**src/rtl/swiq_pkg.sv**
```systemverilog
package swiq_pkg;
  typedef enum logic {
    LAT_ALU  = 1'b0,
    LAT_LOAD = 1'b1
  } lat_e;
endpackage

```
**src/rtl/swiq_select.sv**
```systemverilog
module swiq_select #(
  parameter int DEPTH   = 8,
  parameter int ISSUE_W = 4,
  parameter int AGE_W   = 8,
  localparam int SLOT_W = (ISSUE_W > 1) ? $clog2(ISSUE_W) : 1
) (
  input  logic [DEPTH-1:0]        cand,
  input  logic [DEPTH*AGE_W-1:0]  age_flat,
  output logic [DEPTH-1:0]        sel,
  output logic [DEPTH*SLOT_W-1:0] slot_flat
);
  // number of ready candidates strictly older than entry i
  function automatic int older_ready(input int i, input logic [DEPTH-1:0] c,
                                     input logic [DEPTH*AGE_W-1:0] ages);
    int n;
    n = 0;
    for (int j = 0; j < DEPTH; j++) begin
      if (j != i && c[j] && (ages[j*AGE_W +: AGE_W] < ages[i*AGE_W +: AGE_W])) n++;
    end
    return n;
  endfunction

  for (genvar g = 0; g < DEPTH; g++) begin : g_rank
    int rank;
    always_comb begin
      rank = older_ready(g, cand, age_flat);
      sel[g] = cand[g] && (rank < ISSUE_W);
      slot_flat[g*SLOT_W +: SLOT_W] = SLOT_W'(rank);
    end
  end
endmodule

```
**src/rtl/swiq_bcast.sv**
```systemverilog
module swiq_bcast
  import swiq_pkg::*;
#(
  parameter int ISSUE_W = 4,
  parameter int TAG_W   = 6,
  localparam int BC_N   = 2 * ISSUE_W
) (
  input  logic                     clk,
  input  logic                     rst_n,
  input  logic [ISSUE_W-1:0]       iss_valid,
  input  logic [ISSUE_W-1:0]       iss_is_load,
  input  logic [ISSUE_W*TAG_W-1:0] iss_dst,
  output logic [BC_N-1:0]          bc_vld,
  output logic [BC_N*TAG_W-1:0]    bc_tag,
  output logic [ISSUE_W-1:0]       load_bc_vld
);
  logic [ISSUE_W-1:0]       ld_pend_q;
  logic [ISSUE_W*TAG_W-1:0] ld_tag_q;
  logic [ISSUE_W-1:0]       alu_now;

  for (genvar k = 0; k < ISSUE_W; k++) begin : g_cls
    assign alu_now[k] = iss_valid[k] && (lat_e'(iss_is_load[k]) == LAT_ALU);
  end

  // load producers broadcast one cycle after issue
  always_ff @(posedge clk or negedge rst_n) begin
    if (!rst_n) begin
      ld_pend_q <= '0;
      ld_tag_q  <= '0;
    end else begin
      ld_pend_q <= iss_valid & ~alu_now;
      ld_tag_q  <= iss_dst;
    end
  end

  assign bc_vld      = {ld_pend_q, alu_now};
  assign bc_tag      = {ld_tag_q, iss_dst};
  assign load_bc_vld = ld_pend_q;
endmodule

```
**src/rtl/spec_wakeup_iq.sv**
```systemverilog
module spec_wakeup_iq #(
  parameter int DEPTH   = 8,
  parameter int ISSUE_W = 4,
  parameter int TAG_W   = 6,
  parameter int AGE_W   = 8
) (
  input  logic                     clk,
  input  logic                     rst_n,
  input  logic                     in_valid,
  input  logic [AGE_W-1:0]         in_age,
  input  logic [TAG_W-1:0]         in_dst,
  input  logic [TAG_W-1:0]         in_src1,
  input  logic                     in_src1_rdy,
  input  logic [TAG_W-1:0]         in_src2,
  input  logic                     in_src2_rdy,
  input  logic                     in_is_load,
  input  logic                     flush_valid,
  input  logic [AGE_W-1:0]         flush_age,
  output logic                     full,
  output logic [ISSUE_W-1:0]       iss_valid,
  output logic [ISSUE_W*TAG_W-1:0] iss_dst,
  output logic [ISSUE_W-1:0]       iss_is_load
);
  localparam int SLOT_W = (ISSUE_W > 1) ? $clog2(ISSUE_W) : 1;
  localparam int BC_N   = 2 * ISSUE_W;

  logic [DEPTH-1:0]        vld_q, r1_q, r2_q, ld_q;
  logic [TAG_W-1:0]        s1_q [DEPTH];
  logic [TAG_W-1:0]        s2_q [DEPTH];
  logic [TAG_W-1:0]        dst_q[DEPTH];
  logic [AGE_W-1:0]        age_q[DEPTH];
  logic [DEPTH*AGE_W-1:0]  age_flat;
  logic [DEPTH-1:0]        kill, cand, sel, free_oh;
  logic [DEPTH*SLOT_W-1:0] slot_flat;
  logic [BC_N-1:0]         bc_vld;
  logic [BC_N*TAG_W-1:0]   bc_tag;
  logic [ISSUE_W-1:0]      load_bc_vld;
  logic                    accept, in_r1, in_r2;

  function automatic logic tag_woken(input logic [TAG_W-1:0] t,
                                     input logic [BC_N-1:0] v,
                                     input logic [BC_N*TAG_W-1:0] tags);
    logic hit;
    hit = 1'b0;
    for (int k = 0; k < BC_N; k++) begin
      if (v[k] && (tags[k*TAG_W +: TAG_W] == t)) hit = 1'b1;
    end
    return hit;
  endfunction

  function automatic logic is_younger(input logic [AGE_W-1:0] a,
                                      input logic [AGE_W-1:0] lim);
    return a > lim;
  endfunction

  always_comb begin
    for (int i = 0; i < DEPTH; i++) begin
      kill[i] = vld_q[i] && flush_valid && is_younger(age_q[i], flush_age);
      cand[i] = vld_q[i] && r1_q[i] && r2_q[i] && !kill[i];
      age_flat[i*AGE_W +: AGE_W] = age_q[i];
    end
  end

  swiq_select #(.DEPTH(DEPTH), .ISSUE_W(ISSUE_W), .AGE_W(AGE_W)) u_sel (
    .cand(cand), .age_flat(age_flat), .sel(sel), .slot_flat(slot_flat)
  );

  // route each selected entry to its slot
  always_comb begin
    iss_valid   = '0;
    iss_dst     = '0;
    iss_is_load = '0;
    for (int i = 0; i < DEPTH; i++) begin
      for (int s = 0; s < ISSUE_W; s++) begin
        if (sel[i] && (slot_flat[i*SLOT_W +: SLOT_W] == SLOT_W'(s))) begin
          iss_valid[s]                = 1'b1;
          iss_dst[s*TAG_W +: TAG_W]   = dst_q[i];
          iss_is_load[s]              = ld_q[i];
        end
      end
    end
  end

  swiq_bcast #(.ISSUE_W(ISSUE_W), .TAG_W(TAG_W)) u_bc (
    .clk(clk), .rst_n(rst_n), .iss_valid(iss_valid), .iss_is_load(iss_is_load),
    .iss_dst(iss_dst), .bc_vld(bc_vld), .bc_tag(bc_tag), .load_bc_vld(load_bc_vld)
  );

  // lowest free entry
  always_comb begin
    logic found;
    found   = 1'b0;
    free_oh = '0;
    for (int i = 0; i < DEPTH; i++) begin
      if (!vld_q[i] && !found) begin
        free_oh[i] = 1'b1;
        found      = 1'b1;
      end
    end
  end

  assign full   = &vld_q;
  assign accept = in_valid && !full && !(flush_valid && is_younger(in_age, flush_age));
  assign in_r1  = in_src1_rdy || tag_woken(in_src1, bc_vld, bc_tag);
  assign in_r2  = in_src2_rdy || tag_woken(in_src2, bc_vld, bc_tag);

  always_ff @(posedge clk or negedge rst_n) begin
    if (!rst_n) begin
      vld_q <= '0;
      r1_q  <= '0;
      r2_q  <= '0;
      ld_q  <= '0;
      for (int i = 0; i < DEPTH; i++) begin
        s1_q[i]  <= '0;
        s2_q[i]  <= '0;
        dst_q[i] <= '0;
        age_q[i] <= '0;
      end
    end else begin
      for (int i = 0; i < DEPTH; i++) begin
        if (vld_q[i]) begin
          if (sel[i] || kill[i]) begin
            vld_q[i] <= 1'b0;
          end else begin
            if (tag_woken(s1_q[i], bc_vld, bc_tag)) r1_q[i] <= 1'b1;
            if (tag_woken(s2_q[i], bc_vld, bc_tag)) r2_q[i] <= 1'b1;
          end
        end else if (accept && free_oh[i]) begin
          vld_q[i] <= 1'b1;
          r1_q[i]  <= in_r1;
          r2_q[i]  <= in_r2;
          ld_q[i]  <= in_is_load;
          s1_q[i]  <= in_src1;
          s2_q[i]  <= in_src2;
          dst_q[i] <= in_dst;
          age_q[i] <= in_age;
        end
      end
    end
  end
endmodule

```
**config.mk**
```make
export PLATFORM = sky130hd
export DESIGN_NAME = spec_wakeup_iq
export DESIGN_NICKNAME = d
export VERILOG_FILES = /design/src/rtl/swiq_pkg.sv /design/src/rtl/swiq_select.sv /design/src/rtl/swiq_bcast.sv /design/src/rtl/spec_wakeup_iq.sv
export SDC_FILE = /design/constraint.sdc
export NUM_CORES = 2
export LEC_CHECK = 0
export BUFFER_PORTS_ARGS = -buffer_cell sky130_fd_sc_hd__buf_2
export CAP_MARGIN = 40
export CORE_UTILIZATION = 50
export CTS_CLUSTER_SIZE = 20
export DETAILED_ROUTE_END_ITERATION = 8
export MAX_ROUTING_LAYER = met4
export PLACE_DENSITY = 0.77
export SLEW_MARGIN = 10
export SYNTH_ARGS = -nofsm -noshare
export SYNTH_HDL_FRONTEND = slang
export SYNTH_HIERARCHICAL = 1
export SYNTH_SLANG_ARGS = --single-unit
export TNS_END_PERCENT = 30
```
**constraint.sdc**
```tcl
create_clock -name clk -period 14 [get_ports clk]
set_input_delay 0.7 -clock clk [delete_from_list [all_inputs] [get_ports clk]]
set_output_delay 0.7 -clock clk [all_outputs]
set_load 0.005 [all_outputs]
```
==> impl_metrics.ini <==
[worst_setup_path]
crit_buf_inv = 5
critical_path_class = reg2out
crit_path_end_kind = output port
cp-start-kind = register
critPathMaxFanout = 12
crit_slowest_cell = o21a_1
cp.required_ns = 13.30
cpMostUsedCell = ha_1
cpLargestDelayFamily = simple AND/OR/NAND/NOR gates
slowest_delay_ns = 0.79
arrival_ns = 10.86

[drt]
first_pass_iters = 8
vias = 30284
drt_wl_total_mm = 117
antenna_left = 0
wl_per_cell_microns = 26.2
drc_errors = 0
routed_via_density = 6.78
drt_iter0_markers = 4309

[synth]
syn_nets = 4075
synth_cells = 3690
netlist_area_sq_mm = 0.0329
yosysWarnings = 6
syn_avg_cell_area_sq_um = 8.93

[pwr]
power_density_mw_per_mm2 = 223
vdd_drop_max_mv = 0.195
leakage_nw = 15.6

[placement]
dp_hpwl_mm = 82.5
placed_area_sq_mm = 0.0338
gp_congestion = 1.04
place_inst = 4405
io_buffers = 73

[die]
core_sq_mm = 0.0648
rows = 93
start_util = 0.508
die_area_sq_mm = 0.0669
dieWidth_microns = 259
dieHeight_microns = 259
pin_count = 74

[clock_tree]
numCtsBuffers = 31
tritoncts = yes
post_cts_buffers = 0
ctsHoldBuffers = 0
clkLatencyLatePin_ns = 0.64
clock-sinks = 268
post_cts_resized = 0
htreeDepth = 1
clk_path_buf_depth = 3
path_clk_slew_ns = 0.07
root_buffer = clkbuf_16

[sta]
relSlewSlack = 0.341
drv_slew = 0
rsz0062_at_grt = no
fin_worst_skew_ns = 0.0435
worst_pin_slew_ns = 0.980
timing.final.hold_violations = 0
setup_viol = 0
fin_crit_sh = 0.825
period_needed_ns = 11.56
max_freq_mhz = 86.5
holdWs_ns = 0.0436
setup_tns_ns = 0

[grt]
grt_max_degree = 67
antenna_found_initial = 1
grt_pass1_vias = 28660
grt_overflow = 0
grt_pass1_wl_mm = 176
track_usage = 0.353

[cells_and_area]
n_fill_cell = 5754
fin_nets = 3970
fin_util = 0.538
layout-area-overhead-vs-synth_pct = 5.83
final_cells = 4467
drive_gt1_frac = 0.136
design_area_sq_mm = 0.0349

[worst_hold_path]
hp-class = in2async

[outcome]
status = complete, no violations

[job]
max_cap_viol_count = 0
## flip-flops by register name, summed over array words and instances (netlist names)
| signal | cells |
|---|---|
| u_bc/ld_tag_q | 24 |
| r1_q | 8 |
| dst_q | 48 |
| s1_q | 48 |
| age_flat | 64 |
| u_bc/load_bc_vld | 4 |
| vld_q | 8 |
| ld_q | 8 |
| s2_q | 48 |
| r2_q | 8 |
## layer usage
metal	global-route usage	routed length (microns)	up-vias
met5	-	0	-
met4	0.186	7490	0
met3	0.0907	16200	608
met2	0.500	47700	2307
met1	0.458	45700	14392
li1	-	-	12977
## final cells by class
cell class	instances	area [sq um]	area share
Timing Repair Buffer	166	1150	0.0331
Clock buffer	35	811	0.0233
Inverter	147	552	0.0158
Sequential cell	268	6710	0.192
Tap cell	855	1070	0.0307
Antenna cell	2	5.00	0.000144
Multi-Input combinational cell	2971	24300	0.698
Clock inverter	23	241	0.00693
## report_power, final
| part | switching (mW) | internal, mW |
|---|---|---|
| logic | 2.86 | 2.16 |
| clock network | 0.381 | 0.478 |
| registers | 0.880 | 1.02 |
| total | 4.12 | 3.66 |
## metrics by stage
stage               power, mW  worst slack [ns]
floorplan                5.25              4.85
global placement         6.45              1.37
detailed placement       6.66              2.43
CTS                      7.55              2.70
global route             8.22              2.03
finish                   7.78              2.44
## path summary, 6_finish.rpt
kind | endpoint | slack (ns) | start | depth (start not counted)
setup / recovery | iss_dst[15] | 2.44 | age_flat[9]$_DFFE_PN0P_ | 34
hold / removal | r2_q[7]$_DFFE_PN0P_ | 0.04 | rst_n | 1
setup reg to reg | r2_q[0]$_DFFE_PN0P_ | 2.52 | age_flat[9]$_DFFE_PN0P_ | 39
hold reg to reg | r2_q[0]$_DFFE_PN0P_ | 0.50 | r2_q[0]$_DFFE_PN0P_ | 1
max in group asynchronous | dst_q[41]$_DFFE_PN0P_ | 12.12 | rst_n | 4
min in group clk | ld_q[6]$_DFFE_PN0P_ | 0.45 | in_is_load | 2
## placed cells by master, fill, tap and decap left out, types with 12 or more instances in the layout
master and n:
nand4_1 213, nor2b_1 33, mux2_2 223, a31oi_1 15, buf_4 71, or4_1 12, o211ai_1 53, and4_1 17
nor3_1 41, o21a_1 63, a221o_1 22, and3_1 15, o21ai_0 125, nand2_1 143, mux2i_1 36, buf_2 82
nor2_1 87, ha_1 344, dfrtp_1 268, inv_1 145, nor4_1 154, nand2b_1 29, a21oi_1 140, or3_1 19
a21o_1 28, nand3_1 29, clkbuf_16 31, nor3b_1 18, xnor2_1 458, xor2_1 457
Power figures use the tool's default switching activity.
